### config.mk
export PLATFORM = sky130hd
export DESIGN_NAME = ctxsw_seq
export DESIGN_NICKNAME = d
export VERILOG_FILES = /design/src/rtl/ctxsw_pkg.sv /design/src/rtl/ctxsw_ctrl.sv /design/src/rtl/ctxsw_addr_gen.sv /design/src/rtl/ctxsw_load_pipe.sv /design/src/rtl/ctxsw_seq.sv
export SDC_FILE = /design/constraint.sdc
export NUM_CORES = 1
export LEC_CHECK = 0
export BUFFER_PORTS_ARGS = -buffer_cell sky130_fd_sc_hd__buf_4
export CORE_MARGIN = 3
export CORE_UTILIZATION = 41
export DETAILED_ROUTE_END_ITERATION = 10
export PLACE_DENSITY = 0.85
export SYNTH_ARGS = -nofsm -noshare
export SYNTH_HDL_FRONTEND = slang
export SYNTH_SLANG_ARGS = --single-unit
### constraint.sdc
create_clock -name clk -period 3.2 [get_ports clk]
set_input_delay 0.16 -clock clk [delete_from_list [all_inputs] [get_ports clk]]
set_output_delay 0.16 -clock clk [all_outputs]
set_load 0.05 [all_outputs]
### src/rtl/ctxsw_pkg.sv
package ctxsw_pkg;

  typedef enum logic [2:0] {
    CS_IDLE,
    CS_PUSH,
    CS_CPWR,
    CS_STORE,
    CS_LOAD,
    CS_TAIL
  } cs_state_e;

endpackage

### src/rtl/ctxsw_ctrl.sv
module ctxsw_ctrl
  import ctxsw_pkg::*;
#(
  parameter int XFERS    = 8,
  parameter int TAIL_LEN = 8,
  parameter int CNT_W    = 4
) (
  input  logic             clk,
  input  logic             rst_n,
  input  logic             trig_valid,
  input  logic             trig_pop,
  output logic             trig_ready,
  output logic             accept,
  output cs_state_e        state,
  output logic [CNT_W-1:0] cnt,
  output logic             stall
);

  localparam logic [CNT_W-1:0] XFER_LAST = CNT_W'(XFERS - 1);
  localparam logic [CNT_W-1:0] TAIL_LAST = CNT_W'(TAIL_LEN - 1);

  cs_state_e        state_q, state_d;
  logic [CNT_W-1:0] cnt_q, cnt_d;

  assign trig_ready = (state_q == CS_IDLE);
  assign accept     = trig_valid && trig_ready;
  assign state      = state_q;
  assign cnt        = cnt_q;
  assign stall      = (state_q == CS_STORE) || (state_q == CS_LOAD) ||
                      (state_q == CS_TAIL);

  always_comb begin
    state_d = state_q;
    cnt_d   = cnt_q;
    unique case (state_q)
      CS_IDLE: begin
        cnt_d = '0;
        if (accept) state_d = trig_pop ? CS_CPWR : CS_PUSH;
      end
      CS_PUSH: state_d = CS_CPWR;
      CS_CPWR: begin
        state_d = CS_STORE;
        cnt_d   = '0;
      end
      CS_STORE: begin
        if (cnt_q == XFER_LAST) begin
          state_d = CS_LOAD;
          cnt_d   = '0;
        end else begin
          cnt_d = cnt_q + 1'b1;
        end
      end
      CS_LOAD: begin
        if (cnt_q == XFER_LAST) begin
          state_d = CS_TAIL;
          cnt_d   = '0;
        end else begin
          cnt_d = cnt_q + 1'b1;
        end
      end
      CS_TAIL: begin
        if (cnt_q == TAIL_LAST) begin
          state_d = CS_IDLE;
          cnt_d   = '0;
        end else begin
          cnt_d = cnt_q + 1'b1;
        end
      end
      default: begin
        state_d = CS_IDLE;
        cnt_d   = '0;
      end
    endcase
  end

  always_ff @(posedge clk) begin
    if (!rst_n) begin
      state_q <= CS_IDLE;
      cnt_q   <= '0;
    end else begin
      state_q <= state_d;
      cnt_q   <= cnt_d;
    end
  end

  // the first step after a handshake is chosen by the trigger kind
  a_r4_pop_skips_push: assert property (@(posedge clk) disable iff (!rst_n)
    (accept && trig_pop) |=> (state_q == CS_CPWR));
  a_r2_switch_pushes: assert property (@(posedge clk) disable iff (!rst_n)
    (accept && !trig_pop) |=> (state_q == CS_PUSH));
  // the stall window opens right after the pointer write
  a_r7_stall_opens: assert property (@(posedge clk) disable iff (!rst_n)
    (state_q == CS_CPWR) |=> stall);

endmodule

### src/rtl/ctxsw_addr_gen.sv
module ctxsw_addr_gen
  import ctxsw_pkg::*;
#(
  parameter int PTR_W   = 16,
  parameter int CNT_W   = 4,
  parameter int STEP_SH = 2
) (
  input  logic             clk,
  input  logic             rst_n,
  input  logic             accept,
  input  logic [PTR_W-1:0] trig_old,
  input  logic [PTR_W-1:0] trig_new,
  input  logic [PTR_W-1:0] sp_cur,
  input  cs_state_e        state,
  input  logic [CNT_W-1:0] cnt,
  output logic [PTR_W-1:0] old_q,
  output logic [PTR_W-1:0] new_q,
  output logic [PTR_W-1:0] sp_dec,
  output logic [PTR_W-1:0] mem_addr
);

  logic [PTR_W-1:0] offset;

  always_ff @(posedge clk) begin
    if (!rst_n) begin
      old_q <= '0;
      new_q <= '0;
    end else if (accept) begin
      old_q <= trig_old;
      new_q <= trig_new;
    end
  end

  assign sp_dec = sp_cur - PTR_W'(2);
  assign offset = PTR_W'(cnt) << STEP_SH;

  always_comb begin
    unique case (state)
      CS_PUSH:  mem_addr = sp_dec;
      CS_STORE: mem_addr = old_q + offset;
      CS_LOAD:  mem_addr = new_q + offset;
      default:  mem_addr = '0;
    endcase
  end

  // consecutive transfers of one phase step by one pair
  a_r5_store_step: assert property (@(posedge clk) disable iff (!rst_n)
    (state == CS_STORE && $past(state) == CS_STORE) |->
      (mem_addr == $past(mem_addr) + PTR_W'(1 << STEP_SH)));
  a_r6_load_step: assert property (@(posedge clk) disable iff (!rst_n)
    (state == CS_LOAD && $past(state) == CS_LOAD) |->
      (mem_addr == $past(mem_addr) + PTR_W'(1 << STEP_SH)));

endmodule

### src/rtl/ctxsw_load_pipe.sv
module ctxsw_load_pipe #(
  parameter int IDX_W  = 3,
  parameter int XFER_W = 32
) (
  input  logic              clk,
  input  logic              rst_n,
  input  logic              ld_issue,
  input  logic [IDX_W-1:0]  ld_idx,
  input  logic [XFER_W-1:0] mem_rdata,
  output logic              rf_we,
  output logic [IDX_W-1:0]  rf_widx,
  output logic [XFER_W-1:0] rf_wdata
);

  always_ff @(posedge clk) begin
    if (!rst_n) begin
      rf_we   <= 1'b0;
      rf_widx <= '0;
    end else begin
      rf_we   <= ld_issue;
      rf_widx <= ld_idx;
    end
  end

  assign rf_wdata = mem_rdata;

  // register writes come in an unbroken run, one pair index apart
  a_r6_write_order: assert property (@(posedge clk) disable iff (!rst_n)
    (rf_we && $past(rf_we)) |-> (rf_widx == $past(rf_widx) + 1'b1));

endmodule

### src/rtl/ctxsw_seq.sv
module ctxsw_seq
  import ctxsw_pkg::*;
#(
  parameter int WORD_W        = 16,
  parameter int NUM_REGS      = 16,
  parameter int REGS_PER_XFER = 2,
  parameter int SWITCH_STALL  = 24
) (
  input  logic                            clk,
  input  logic                            rst_n,
  input  logic                            trig_valid,
  output logic                            trig_ready,
  input  logic                            trig_pop,
  input  logic [WORD_W-1:0]               trig_old_cp,
  input  logic [WORD_W-1:0]               trig_new_cp,
  input  logic [WORD_W-1:0]               sp_cur,
  output logic                            sp_we,
  output logic [WORD_W-1:0]               sp_next,
  output logic                            cp_we,
  output logic [WORD_W-1:0]               cp_wdata,
  output logic                            mem_en,
  output logic                            mem_we,
  output logic                            mem_pair,
  output logic [WORD_W-1:0]               mem_addr,
  output logic [WORD_W*REGS_PER_XFER-1:0] mem_wdata,
  input  logic [WORD_W*REGS_PER_XFER-1:0] mem_rdata,
  output logic [$clog2(NUM_REGS/REGS_PER_XFER)-1:0] rf_ridx,
  input  logic [WORD_W*REGS_PER_XFER-1:0] rf_rdata,
  output logic                            rf_we,
  output logic [$clog2(NUM_REGS/REGS_PER_XFER)-1:0] rf_widx,
  output logic [WORD_W*REGS_PER_XFER-1:0] rf_wdata,
  output logic                            stall
);

  localparam int XFERS      = NUM_REGS / REGS_PER_XFER;
  localparam int XFER_W     = WORD_W * REGS_PER_XFER;
  localparam int IDX_W      = $clog2(XFERS);
  localparam int TAIL_LEN   = SWITCH_STALL - 2 * XFERS;
  localparam int CNT_MAX    = (XFERS > TAIL_LEN) ? XFERS : TAIL_LEN;
  localparam int CNT_W      = $clog2(CNT_MAX) + 1;
  localparam int XFER_BYTES = XFER_W / 8;
  localparam int STEP_SH    = $clog2(XFER_BYTES);
  localparam int RUN_W      = $clog2(SWITCH_STALL + 1) + 1;

  cs_state_e        state;
  logic [CNT_W-1:0] cnt;
  logic             accept;
  logic [WORD_W-1:0] old_q, new_q, sp_dec;
  logic             in_push, in_store, in_load;

  ctxsw_ctrl #(
    .XFERS    (XFERS),
    .TAIL_LEN (TAIL_LEN),
    .CNT_W    (CNT_W)
  ) u_ctrl (
    .clk        (clk),
    .rst_n      (rst_n),
    .trig_valid (trig_valid),
    .trig_pop   (trig_pop),
    .trig_ready (trig_ready),
    .accept     (accept),
    .state      (state),
    .cnt        (cnt),
    .stall      (stall)
  );

  ctxsw_addr_gen #(
    .PTR_W   (WORD_W),
    .CNT_W   (CNT_W),
    .STEP_SH (STEP_SH)
  ) u_addr (
    .clk      (clk),
    .rst_n    (rst_n),
    .accept   (accept),
    .trig_old (trig_old_cp),
    .trig_new (trig_new_cp),
    .sp_cur   (sp_cur),
    .state    (state),
    .cnt      (cnt),
    .old_q    (old_q),
    .new_q    (new_q),
    .sp_dec   (sp_dec),
    .mem_addr (mem_addr)
  );

  assign in_push  = (state == CS_PUSH);
  assign in_store = (state == CS_STORE);
  assign in_load  = (state == CS_LOAD);

  ctxsw_load_pipe #(
    .IDX_W  (IDX_W),
    .XFER_W (XFER_W)
  ) u_ldpipe (
    .clk       (clk),
    .rst_n     (rst_n),
    .ld_issue  (in_load),
    .ld_idx    (cnt[IDX_W-1:0]),
    .mem_rdata (mem_rdata),
    .rf_we     (rf_we),
    .rf_widx   (rf_widx),
    .rf_wdata  (rf_wdata)
  );

  assign sp_we    = in_push;
  assign sp_next  = sp_dec;
  assign cp_we    = (state == CS_CPWR);
  assign cp_wdata = new_q;
  assign mem_en   = in_push || in_store || in_load;
  assign mem_we   = in_push || in_store;
  assign mem_pair = in_store || in_load;
  assign rf_ridx  = cnt[IDX_W-1:0];

  // The pushed word sits in the low lane; wider transfers zero the rest.
  generate
    if (XFER_W > WORD_W) begin : g_wide
      assign mem_wdata = in_push ? {{(XFER_W-WORD_W){1'b0}}, old_q} : rf_rdata;
    end else begin : g_narrow
      assign mem_wdata = in_push ? old_q : rf_rdata;
    end
  endgenerate

  // Checker state: length of the current stall run
  logic [RUN_W-1:0] stall_run_q;
  always_ff @(posedge clk) begin
    if (!rst_n)     stall_run_q <= '0;
    else if (stall) stall_run_q <= stall_run_q + 1'b1;
    else            stall_run_q <= '0;
  end

  // each stall run is exactly SWITCH_STALL cycles long
  a_r7_stall_bounded: assert property (@(posedge clk) disable iff (!rst_n)
    stall |-> (stall_run_q < RUN_W'(SWITCH_STALL)));
  a_r7_stall_full: assert property (@(posedge clk) disable iff (!rst_n)
    (!stall && stall_run_q != '0) |-> (stall_run_q == RUN_W'(SWITCH_STALL)));
  // no handshake while the following instruction is held
  a_r1_busy_not_ready: assert property (@(posedge clk) disable iff (!rst_n)
    stall |-> !trig_ready);
  // the push write and the stack pointer update agree
  a_r2_push_sp: assert property (@(posedge clk) disable iff (!rst_n)
    (mem_en && mem_we && !mem_pair) |-> (sp_we && sp_next == mem_addr));
  // the pointer write follows the push
  a_r3_cp_after_push: assert property (@(posedge clk) disable iff (!rst_n)
    (mem_en && mem_we && !mem_pair) |=> (cp_we && !stall));
  // every paired read is written back one cycle later
  a_r6_read_writes_rf: assert property (@(posedge clk) disable iff (!rst_n)
    (mem_en && !mem_we) |=> rf_we);
  // pointer write and memory traffic never share a cycle
  a_r8_exclusive: assert property (@(posedge clk) disable iff (!rst_n)
    $onehot0({cp_we, mem_en}));

endmodule

## Yosys cells after proc, flatten, opt, wreduce, memory -nomap -nowiden

Index checks and enable logic that the tools add are counted.

- Flip-flop bits (word level): 43
- Bits in latches: 0
- Bits in writable memories: 0
- Bits in read-only memories: 0
- Memories kept: 0

- Add/sub/neg operators: 4
- Multiply operators: 0
- Divide/modulo/power cells: 0
- $lt $le $gt $ge: 0
- Eq/ne operators: 10
- Shift operators: 0
- Mux-type cells: 10
- Bitwise operators: 0
- Reduce and logical (&&, ||, !) cells: 8

Operators with widths:

| operator | count |
|---|---|
| $pmux 16 s3 | 1 |
| $add 16x6->16 | 2 |
| $mux 32 | 1 |
| $pmux 3 s6 | 1 |
| $sub 16x2->16 const B | 1 |
| $mux 3 | 4 |
| $pmux 4 s2 | 1 |
| $eq 3x2->1 const B | 2 |
| $eq 3x3->1 const B | 2 |
| $add 4x1->4 const B | 1 |
| $eq 4x3->1 const B | 1 |
| $logic_or 1x1->1 | 4 |
| $mux 4 | 1 |
| $ne 2x1->1 const B | 2 |
| $ne 2x2->1 const B | 2 |
| $reduce_and 4->1 | 1 |
| $eq 3x1->1 const B | 1 |
| $logic_not 3->1 | 1 |
| $reduce_or 3->1 | 1 |
| $mux 2 | 1 |
| $logic_and 1x1->1 | 1 |

## Depth between registers and ports, before layout

Gate-level depths: netlist (run 1).

- Word-level depth: 4
- Mapped depth: 14
- Mapped depth without buffers: 11

## By module

A second synthesis (run 1) with hierarchy kept.

- Cells, all modules: 385
- Area, all modules: 3403.3 µm²

Modules (own cells, without submodules):

| module | times used | cells each | area an instance (µm²) |
|---|---|---|---|
| ctxsw_addr_gen | 1 | 254 | 2252.2 |
| ctxsw_ctrl | 1 | 50 | 444.2 |
| ctxsw_seq | 1 | 41 | 361.6 |
| ctxsw_load_pipe | 1 | 40 | 345.3 |

## Worst setup path before layout (run 1)

OpenSTA, ideal clock, no wires.

- Path type: reg2out
- From: register u_ctrl.state_q[2], in the netlist u_ctrl.state[2]
- To: output port mem_addr[10]
- Data arrival time: 3.765 ns
- Slack: -0.725 ns
- Cell stages (with the launch flop): 14
- Cell sequence: dfxtp_1 buf_2 nor3b_2 clkbuf_1 nand2_1 nand2_1 ha_1 inv_1 fa_1 nor2b_1 o21ai_1 a221oi_1 xor2_1 o21ai_0

- Longest elaborated chain between the ends: 2
- Elaborated cells on any way between the ends: 4
- Those cells by class: eq/ne: 3; mux: 1

Ends and longest elaborated chain:

| item | line | RTL |
|---|---|---|
| start: declaration | ctxsw_ctrl.sv:22 | `cs_state_e state_q, state_d;` |
| start signal: assignment | ctxsw_ctrl.sv:81 | `state_q <= state_d;` |
| $eq 3x3->1, or another cell as far along | ctxsw_addr_gen.sv:38 | `unique case (state)` |
| $pmux 16 s3 * | ctxsw_addr_gen.sv:38 |  |
| end: declaration | ctxsw_seq.sv:24 | `output logic [WORD_W-1:0] mem_addr,` |

Mark *: on every way between the ends. The rest lies on a longest branch, timed or not.

## Worst setup path in the final report (run 1)

- From: register u_ctrl.state_q[2], in the netlist u_ctrl.state[2]
- To: output port mem_addr[12]

Same word-level chain as after synthesis.

==> summary.txt, run 1 <==
Outcome
  • Outcome: finished, final reports clean

Setup path
  • CP required: 3.04 ns
  • CP startpoint kind: flip-flop
  • Worst Path Max Fanout: 6
  • WS Path Type: flip-flop to primary output
  • Setup crit end kind: primary output
  • Data arrival, critical path: 2.99 ns

Placed design
  • I/O Buffers: approximately 180
  • Post-place setup slack: slightly below 0.3 ns
  • Placer Congestion: a little under 0.9
  • Cell Area, Placed: about 4400 sq um
  • HPWL Detailed: between 9000 and 10000 um

Clocking
  • Hold_buf cts: 0
  • Clk_lat worst skew: approximately 0.3 ns
  • Clock sinks: 43
  • Clock root buffer: clkbuf_8
  • TritonCTS clock tree: yes
  • Max clock buf depth: 2
  • Postcts setup bufs: 0
  • Clock H-tree levels: 2
  • Worst-path clk slew: around 0.080 ns
  • CTS buffer count: 5

Timing
  • Max Fclk: ~320 MHz
  • Final hold vios: 0
  • Final Critical Period: 3.15 ns
  • Fin Clk Skew: between 0.009 and 0.01 ns
  • Max-slew violations: 0
  • Unrepaired setup endpoints after global routing: true
  • Fin Setup TNS: 0 ns
  • Slew HR: 0.457
  • Fin Hold WS: approximately 0.087 ns
  • Period utilization: 0.985
  • Slew at the pin closest to its max-slew limit: 0.814 ns
  • Final WS setup: a little under 0.05 ns
  • Final setup fails: 0

Flow run
  • Max-cap violation count: 0

Global routing
  • Global-route wire length before repair: around 17000 um
  • Tot GR Track Use: 0.238
  • Initial antenna violation count: 0
  • Largest net degree at the start of global routing: 42
  • Grt ovf: 0
  • Vias in the first global route: 3473

Yosys
  • Area contributors post-synth: dfxtp_1, nand2_1, buf_4, a21oi_1, nor2b_1
  • Synth Cell Area: approximately 3300 sq um
  • Syn avg cell area: just under 7 sq um
  • Post-synth top cells: nand2_1, dfxtp_1, a21oi_1, buf_4, nor2b_1
  • Area fraction of the dominant cell type after synthesis: 0.264
  • Mapped Nets: 596
  • Synthesized flop and latch total: 43
  • Cell taking the most area after synthesis: dfxtp_1
  • Register area share after synthesis: 0.264
  • EDFF count, synth: 0
  • Async SR Flop Fraction: 0
  • Number of library cell types mapped by synthesis: 50
  • Dominant synthesized flop cell: dfxtp_1
  • Top-count cell post-synth: nand2_1
  • Warnings, synthesis: 0
  • Mapped Cells: ~470

Cells and area
  • Register area: 865 sq um
  • Area of the multi-input gates: ~2000 sq um
  • Syn-to-layout area delta: 39.6%
  • Fill cells: 682
  • Layout cells sized above 1: 0.344
  • Post-route cell area: 4550 sq um
  • Layout Nets: between 700 and 800
  • Antenna cells: 0

Route
  • Vias per cell: 5.19
  • Routed WL: approximately 11000 um
  • Detailed Routing Iterations Pass 1: 4
  • Initial drt markers: between 200 and 250
  • DR vias: approximately 3700
  • Wire per inst: 15.9 um
  • Detail Route Antenna Nets: 0
  • Number of remaining DRC errors: 0

Power
  • Worst VDD drop: about 0.44 mV
  • NetSw: 0.00220 W
  • Logic gate share of total power: 0.702
  • Switching part of the total power: 0.575
  • Reg power frac: 0.209
  • Pwr dens: 841 nW/um^2
  • P_leak: between 2 and 2.5 nW
  • Int Pwr: between 0.0015 and 0.002 W
  • Clock power share: 0.088
  • Total power: ~0.0038 W

Floorplan
  • Full die area: just over 9000 sq um
  • Starting Density: 0.435
  • I/O pin count: between 200 and 250
  • FP Rows: 31
  • Height of the die: ~95 um
  • Die W: roughly 95 um
  • Core area: approximately 7500 sq um

Min path
  • Min-delay worst type: input port to flip-flop
[repair_timing]
action,4_1_cts,5_1_grt
resized for setup,1,6
pin swaps,0,1
setup endpoints to repair,2,14
endpoints found under the hold margin,0,0
[power by group through the flow]
stage               Sequential, W  Clock, W  Combinational [W]
floorplan                0.000896         0            0.00190
global placement         0.000802         0            0.00266
detailed placement       0.000805         0            0.00269
CTS                      0.000794  0.000347            0.00270
global route             0.000815  0.000366            0.00287
finish                   0.000800  0.000339            0.00269
[cells in the final DEF, fill, tap and decap left out, types with 3 or more instances in the layout]
cell type,synthesis,routed
nand4_1,8,8
nand3b_1,4,4
nand3_1,6,6
clkbuf_8,0,5
o21ai_0,13,7
nor2b_1,21,21
a22o_1,6,6
a211oi_1,8,7
nor2_1,17,17
nand2_1,151,151
xor2_1,10,10
xnor2_1,12,12
dfxtp_1,43,42
nor3_1,7,7
o21ai_1,1,4
and2_1,3,3
mux2i_1,9,9
buf_4,36,186
inv_1,13,13
a21oi_1,39,39
ha_1,6,6
o21ai_2,0,3
[worst max-delay path, stage by stage, from the launching register on]
cell and delay, ns:
dfxtp_1 0.39, nor3b_4 0.25, nand2_1 0.08, nand2_1 0.07
ha_1 0.20, inv_1 0.07, fa_1 0.40, nor2b_1 0.17
o21ai_2 0.13, a211oi_1 0.38, xnor2_1 0.17, o221ai_4 0.20
buf_6 0.19
[sequential cells by signal (all words and copies together) (netlist names)]
| register | count |
|---|---|
| u_addr.new_q | 16 |
| u_ldpipe.rf_widx | 3 |
| u_ldpipe.rf_we | 1 |
| u_addr.old_q | 16 |
| u_ctrl.state | 3 |
| u_ctrl.cnt | 4 |
[final timing paths]
check        slack [ns]             endpoint  cells after the start             from
max                0.05         mem_addr[12]                     12  u_ctrl.state[2]
min                0.09  u_ldpipe.rf_widx[0]                      2            rst_n
max reg2reg        0.89        u_ctrl.cnt[3]                      6  u_ctrl.state[2]
min reg2reg        0.48      u_addr.old_q[1]                      2  u_addr.old_q[1]
[stage by stage]
stage | utilization | instances
2_1_floorplan | - | 473
3_3_place_gp | 0.593 | 698
3_5_place_dp | 0.593 | 698
4_1_cts | 0.604 | 706
5_1_grt | 0.608 | 706
6_report | 0.608 | 706
[cells by family after synthesis]
family                   count (synthesis)  synth area share
AO/OA/AOI/OAI                           85             0.162
flip-flops                              43             0.264
adder cells (fa/ha/maj)                  7            0.0292
AND/OR/NAND/NOR                        231             0.320
buffers and inverters                   75             0.134
XOR/XNOR                                22            0.0591
multiplexers                            10            0.0323
[metal layers]
layer	share of wire	up-vias	global-route usage	wire [um]
met5	0	-	0	0
met3	0.089	22	0.0442	995
met1	0.39	1655	0.299	4410
met2	0.50	179	0.415	5610
li1	-	1806	-	-
met4	0.017	0	0.0661	186
[cell type report]
type / instances / share of cell area
clock inverter: 2 / 0.00275
inverter: 13 / 0.0107
timing repair buffer: 188 / 0.312
multi-input combinational: 355 / 0.441
tap: 99 / 0.0272
sequential: 43 / 0.190
clock buffer: 6 / 0.0160
Note: power is estimated with default switching activity, not from simulation.
==> inputs of run 2 (changes only) <==
--- a/config.mk
+++ b/config.mk
@@ -6,10 +6,13 @@
 export NUM_CORES = 1
 export LEC_CHECK = 0
 export BUFFER_PORTS_ARGS = -buffer_cell sky130_fd_sc_hd__buf_4
+export CELL_PAD_IN_SITES_DETAIL_PLACEMENT = 1
+export CELL_PAD_IN_SITES_GLOBAL_PLACEMENT = 1
 export CORE_MARGIN = 3
-export CORE_UTILIZATION = 41
+export CORE_UTILIZATION = 26
 export DETAILED_ROUTE_END_ITERATION = 10
-export PLACE_DENSITY = 0.85
+export HOLD_SLACK_MARGIN = 0.12
+export PLACE_DENSITY = 0.84
 export SYNTH_ARGS = -nofsm -noshare
 export SYNTH_HDL_FRONTEND = slang
 export SYNTH_SLANG_ARGS = --single-unit
==> summary.txt, run 2 (same netlist as run 1, synthesis figures left out) <==
Setup path
  • CP startpoint kind: flip-flop (unchanged)
  • WS Path Type: flip-flop to primary output (unchanged)
  • Crit path max-delay cell type: or3b_4 (was fa_1)
  • Most common cell on crit path: nand2_1 (unchanged)
  • Reg2reg end: u_ctrl.cnt[3] (unchanged)
  • Critical Path End: mem_addr[14] (was mem_addr[12])
  • R2R setup slack: 1.03 ns (was 0.89 ns)
  • Worst Path Max Fanout: 10 (was 6)
  • Data arrival, critical path: 2.93 ns (was 2.99 ns)
  • Setup crit end kind: primary output (unchanged)
  • Worst Reg-to-Reg Cells: 7 (was 6)
  • CP required: 3.04 ns (about the same)
  • Launch point of the worst reg-to-reg path: u_ctrl.state[2] (unchanged)
  • Critical-path cell list: or3b_4 -> nand2_1 -> nand2_1 -> ha_1 -> inv_1 -> fa_1 -> nor2b_1 -> o21ai_2 -> o2bb2ai_1 -> xor2_1 -> a22o_1 -> buf_4 (was nor3b_4 -> nand2_1 -> nand2_1 -> ha_1 -> inv_1 -> fa_1 -> nor2b_1 -> o21ai_2 -> a211oi_1 -> xnor2_1 -> o221ai_4 -> buf_6)
  • Start point of the critical path: u_ctrl.state[0] (was u_ctrl.state[2])
  • Slowest stage delay, CP: 0.45 ns (was 0.40 ns)

Floorplan
  • Starting Density: 0.269 (was 0.435)
  • I/O pin count: 242 (unchanged)
  • Core area: 12100 sq um (was 7490 sq um)
  • FP Rows: 40 (was 31)
  • Die W: 118 um (was 95.1 um)
  • Full die area: 13900 sq um (was 9050 sq um)
  • Height of the die: 118 um (was 95.1 um)

Power
  • Int Pwr: 0.00194 W (was 0.00162 W)
  • Clock power share: 0.155 (was 0.088)
  • Switching part of the total power: 0.542 (was 0.575)
  • NetSw: 0.00229 W (was 0.00220 W)
  • P_leak: 2.23 nW (was 2.16 nW)
  • Worst VDD drop: 0.469 mV (was 0.443 mV)
  • Pwr dens: 885 nW/um^2 (was 841 nW/um^2)
  • Logic gate share of total power: 0.654 (was 0.702)
  • Reg power frac: 0.191 (was 0.209)

Timing
  • Final Critical Period: 3.09 ns (was 3.15 ns)
  • Period utilization: 0.964 (was 0.985)
  • Fin Clk Skew: 0.00746 ns (was 0.00951 ns)
  • Fin Setup TNS: 0 ns (unchanged)
  • Max-slew violations: 0 (unchanged)
  • Final hold vios: 0 (unchanged)
  • Final setup fails: 0 (unchanged)
  • Slew at the pin closest to its max-slew limit: 1.02 ns (was 0.814 ns)
  • Unrepaired setup endpoints after global routing: true (unchanged)
  • Max Fclk: 324 MHz (was 317 MHz)
  • Slew HR: 0.316 (was 0.457)

Clocking
  • Worst-path clk slew: 0.06 ns (was 0.08 ns)
  • CTS buffer count: 5 (unchanged)
  • Clock root buffer: clkbuf_16 (was clkbuf_8)
  • TritonCTS clock tree: yes (unchanged)
  • Max clock buf depth: 2 (unchanged)
  • Clk_lat worst skew: 0.28 ns (was 0.30 ns)
  • Clock H-tree levels: 2 (unchanged)
  • Clock sinks: 43 (unchanged)

Global routing
  • Global-route wire length before repair: 20900 um (was 17000 um)
  • Vias in the first global route: 3917 (was 3473)
  • Tot GR Track Use: 0.182 (was 0.238)
  • Largest net degree at the start of global routing: 47 (was 42)
  • Grt ovf: 0 (unchanged)
  • Initial antenna violation count: 0 (unchanged)

Route
  • Vias per cell: 4.89 (was 5.19)
  • DR vias: 3801 (was 3662)
  • Detailed Routing Iterations Pass 1: 4 (unchanged)
  • Wire per inst: 17.2 um (was 15.9 um)
  • Detail Route Antenna Nets: 0 (unchanged)
  • Routed WL: 13400 um (was 11200 um)
  • Number of remaining DRC errors: 0 (unchanged)
  • Initial drt markers: 174 (was 229)

Placed design
  • I/O Buffers: 177 (unchanged)
  • Cell Area, Placed: 4530 sq um (was 4440 sq um)
  • HPWL Detailed: 10800 um (was 9100 um)
  • Placer Congestion: 0.892 (was 0.894)

Cells and area
  • Most frequent cells in the layout: buf_4, nand2_1, dfxtp_1 (unchanged)
  • Commonest non-fill, non-tap cell in the layout: buf_4 (unchanged)
  • Post-route cell area: 4770 sq um (was 4550 sq um)
  • Antenna cells: 0 (unchanged)
  • Layout cells sized above 1: 0.348 (was 0.344)
  • Layout Nets: 731 (was 729)
  • Syn-to-layout area delta: 46.5% (was 39.6%)

Outcome
  • Outcome: finished, final reports clean (unchanged)

Min path
  • Min-delay worst type: input port to flip-flop (unchanged)

Flow run
  • Max-cap violation count: 0 (unchanged)
## run 2: timing repair
action / in CTS / in global routing
gates resized for setup: 1 / 6
hold buffers: 1 / 0
hold endpoints to repair: 2 / 0
buffers inserted: 0 / 2
endpoints found under the setup margin: 4 / 5
cloned: 0 / 0
## run 2: worst min path at each step
stage	startpoint	to	depth (start not counted)	slack (ns)
3_5_place_dp	mem_rdata[14]	rf_wdata[14]	0	0.32
5_1_grt	trig_old_cp[4]	u_addr.old_q[4]	3	0.13
6_report	trig_old_cp[10]	u_addr.old_q[10]	3	0.12
2_1_floorplan	rst_n	u_ldpipe.rf_widx[0]	1	0.29
4_1_cts	trig_old_cp[3]	u_addr.old_q[3]	3	0.12
3_3_place_gp	mem_rdata[14]	rf_wdata[14]	0	0.32
## run 2: power by group through the flow
| stage | clock network, W | registers (W) | logic, W |
|---|---|---|---|
| 2_1_floorplan | 0 | 0.000896 | 0.00190 |
| 3_3_place_gp | 0 | 0.000806 | 0.00272 |
| 3_5_place_dp | 0 | 0.000814 | 0.00277 |
| 4_1_cts | 0.000668 | 0.000804 | 0.00278 |
| 5_1_grt | 0.000695 | 0.000827 | 0.00295 |
| 6_report | 0.000655 | 0.000805 | 0.00277 |
## run 2: per-stage QoR
step	hold slack [ns]	utilization	setup WS, ns	cells	total power (W)
after floorplan	0.287	-	-0.0174	473	0.00279
after global routing	0.132	0.394	-0.0633	777	0.00448
after CTS	0.122	0.390	0.000454	775	0.00425
after global placement	0.320	0.374	0.347	766	0.00353
final	0.123	0.394	0.115	777	0.00423
after detailed placement	0.320	0.374	0.223	766	0.00358
## run 2: area by class of cell
type,instances,area (sq um)
sequential,43,862
multi-input combinational,355,2020
inverter,13,48.8
timing repair buffer,190,1450
fill,1533,7340
tap,168,210
clock inverter,2,60.1
clock buffer,6,129
## run 2: worst max-delay path: cells and delay by family, from the launching register on
family	cells	cell delay, ns
AOI/OAI and AO/OA	3	0.71
and+or+nand+nor	4	0.68
adders and majority gates	2	0.42
DFF	1	0.38
buffers and inverters	2	0.28
xor gates and xnor gates	1	0.19
## run 2: per-layer routing
layer,global-route usage,share of wire,vias up
li1,-,-,1810
met1,0.218,0.41,1819
met2,0.321,0.48,154
met3,0.0577,0.091,18
met4,0.0344,0.012,0
met5,0,0,-
==> inputs of run 3 (changes only) <==
--- a/config.mk
+++ b/config.mk
@@ -9,10 +9,11 @@
 export CELL_PAD_IN_SITES_DETAIL_PLACEMENT = 1
 export CELL_PAD_IN_SITES_GLOBAL_PLACEMENT = 1
 export CORE_MARGIN = 3
-export CORE_UTILIZATION = 26
+export CORE_UTILIZATION = 28
+export CTS_CLUSTER_SIZE = 28
 export DETAILED_ROUTE_END_ITERATION = 10
 export HOLD_SLACK_MARGIN = 0.12
-export PLACE_DENSITY = 0.84
+export PLACE_DENSITY = 0.89
 export SYNTH_ARGS = -nofsm -noshare
 export SYNTH_HDL_FRONTEND = slang
 export SYNTH_SLANG_ARGS = --single-unit
==> constraint.sdc (replaced) <==
create_clock -name clk -period 3.9 [get_ports clk]
set_input_delay 0.195 -clock clk [delete_from_list [all_inputs] [get_ports clk]]
set_output_delay 0.195 -clock clk [all_outputs]
set_load 0.05 [all_outputs]
==> summary.txt, run 3 (same netlist as run 1, synthesis figures left out) <==
Setup path
  • Start point of the critical path: u_ctrl.state[0] (unchanged)
  • Reg2reg end: u_ctrl.cnt[3] (unchanged)
  • Worst Path Max Fanout: 20 (was 10)
  • Critical-path cell list: or3b_4 -> nand2_1 -> nand2_1 -> ha_1 -> inv_1 -> fa_1 -> nor2b_1 -> o21ai_1 -> a221oi_1 -> xor2_1 -> o21ai_1 -> buf_4 (was or3b_4 -> nand2_1 -> nand2_1 -> ha_1 -> inv_1 -> fa_1 -> nor2b_1 -> o21ai_2 -> o2bb2ai_1 -> xor2_1 -> a22o_1 -> buf_4)
  • CP required: 3.70 ns (was 3.04 ns)
  • Crit path max-delay cell type: dfxtp_1 (was or3b_4)
  • Critical Path Stages: 12 (unchanged)
  • Crit-path leading delay family: compound AO/OA/AOI/OAI gates (unchanged)
  • Slowest stage delay, CP: 0.53 ns (was 0.45 ns)
  • R2R setup slack: 1.35 ns (was 1.03 ns)
  • WS Path Type: flip-flop to primary output (unchanged)
  • Setup crit end kind: primary output (unchanged)
  • Worst Reg-to-Reg Cells: 5 (was 7)
  • Launch point of the worst reg-to-reg path: u_ctrl.state[0] (was u_ctrl.state[2])
  • Critical Path End: mem_addr[10] (was mem_addr[14])
  • CP startpoint kind: flip-flop (unchanged)
  • Data arrival, critical path: 3.32 ns (was 2.93 ns)
  • Worst Path Buf+Inv: 2 (unchanged)

Route
  • Detail Route Antenna Nets: 0 (unchanged)
  • Wire per inst: 18.0 um (was 17.2 um)
  • Detailed Routing Iterations Pass 1: 4 (unchanged)
  • Routed WL: 13300 um (was 13400 um)
  • DR vias: 3709 (was 3801)
  • Vias per cell: 5.01 (was 4.89)
  • Number of remaining DRC errors: 0 (unchanged)
  • Initial drt markers: 215 (was 174)

Clocking
  • Clock root buffer: clkbuf_16 (unchanged)
  • Worst-path clk slew: 0.06 ns (about the same)
  • CTS buffer count: 5 (unchanged)
  • Clock sinks: 43 (unchanged)
  • Clock H-tree levels: 2 (unchanged)
  • Clk_lat worst skew: 0.28 ns (about the same)
  • Max clock buf depth: 2 (unchanged)
  • TritonCTS clock tree: yes (unchanged)
  • Hold_buf cts: 0 (was 1)

Floorplan
  • Height of the die: 114 um (was 118 um)
  • Starting Density: 0.293 (was 0.269)
  • Die W: 114 um (was 118 um)
  • FP Rows: 38 (was 40)
  • I/O pin count: 242 (unchanged)
  • Full die area: 13000 sq um (was 13900 sq um)
  • Core area: 11100 sq um (was 12100 sq um)

Power
  • Total power: 0.00327 W (was 0.00423 W)
  • P_leak: 2.16 nW (was 2.23 nW)
  • Worst VDD drop: 0.435 mV (was 0.469 mV)
  • Pwr dens: 716 nW/um^2 (was 885 nW/um^2)

Cells and area
  • Post-route cell area: 4560 sq um (was 4770 sq um)
  • Area of the multi-input gates: 1960 sq um (was 2020 sq um)
  • Final Util: 0.410 (was 0.394)
  • Layout Nets: 722 (was 731)
  • Register area: 863 sq um (was 862 sq um)
  • Commonest non-fill, non-tap cell in the layout: buf_4 (unchanged)
  • Fill cells: 1443 (was 1533)
  • Finished Layout Cells: 740 (was 777)
  • Most frequent cells in the layout: buf_4, nand2_1, dfxtp_1 (unchanged)
  • Layout cells sized above 1: 0.328 (was 0.348)
  • Antenna cells: 0 (unchanged)
  • Syn-to-layout area delta: 40.1% (was 46.5%)

Flow run
  • Max-cap violation count: 0 (unchanged)

Global routing
  • Grt ovf: 0 (unchanged)
  • Global route hottest layer: met2 (unchanged)
  • Tot GR Track Use: 0.197 (was 0.182)
  • Vias in the first global route: 3845 (was 3917)
  • Largest net degree at the start of global routing: 42 (was 47)
  • Global-route wire length before repair: 20400 um (was 20900 um)
  • Met1 usage: 0.245 (was 0.218)
  • Met3 Usage GRT: 0.0424 (was 0.0577)
  • Met2 Resource Use GR: 0.343 (was 0.321)
  • Initial antenna violation count: 0 (unchanged)

Timing
  • Final hold vios: 0 (unchanged)
  • Period utilization: 0.902
  • Fin Clk Skew: 0.00451 ns (was 0.00746 ns)
  • Max Fclk: roughly 280 MHz
  • Final Critical Period: roughly 3.5 ns
  • Slew at the pin closest to its max-slew limit: 1.16 ns (was 1.02 ns)
  • Fin Setup TNS: 0 ns (unchanged)
  • Max-slew violations: 0 (unchanged)
  • Slew HR: 0.225 (was 0.316)
  • Unrepaired setup endpoints after global routing: false (was true)
  • Final setup fails: 0 (unchanged)

Min path
  • Hold Path Depth: 2 (was 3)
  • Min-delay worst type: input port to flip-flop (unchanged)
  • Hold Crit Start: rst_n (was trig_old_cp[10])

Placed design
  • Cells after DPL: 732 (was 766)
  • Cell Area, Placed: 4410 sq um (was 4530 sq um)
  • HPWL Detailed: 10900 um (was 10800 um)
  • I/O Buffers: 177 (unchanged)
  • Placer Congestion: 0.813 (was 0.892)

Outcome
  • Outcome: finished, final reports clean (unchanged)
[run 3: power breakdown]
part / internal, W / switching (W)
combinational: 0.000627 / 0.00153
clock: 0.000273 / 0.000160
sequential: 0.000532 / 0.000150
[run 3: worst min-delay path by stage]
stage,to,slack [ns]
after floorplan,u_ldpipe.rf_widx[0],0.32
after global placement,rf_wdata[10],0.39
after detailed placement,rf_wdata[10],0.39
after CTS,u_ldpipe.rf_widx[2],0.14
after global routing,u_ldpipe.rf_widx[0],0.15
final,u_ldpipe.rf_widx[2],0.14
[run 3: what timing repair did]
item	CTS	global route
setup buffers	0	0
resized for setup	0	2
endpoints found under the setup margin	0	2
[run 3: area by class of cell]
cell class	instances	area share
repair buffers	181	0.298
flip-flops and latches	43	0.189
well taps	140	0.0384
multi-input cells	355	0.430
clock buffers	8	0.0343
inverters	13	0.0107
[run 3: stage by stage]
stage	hold WS (ns)	worst slack, ns
after detailed placement	0.390	0.535
after global routing	0.149	0.0696
final	0.143	0.384
after global placement	0.390	0.710
after floorplan	0.322	0.254
after CTS	0.139	0.227
[run 3: routing by layer]
metal | routed length (um) | vias up | part of all wire
li1 | - | 1792 | -
met1 | 5470 | 1734 | 0.41
met2 | 6520 | 161 | 0.49
met3 | 1070 | 22 | 0.080
met4 | 260 | 0 | 0.020
met5 | 0 | - | 0
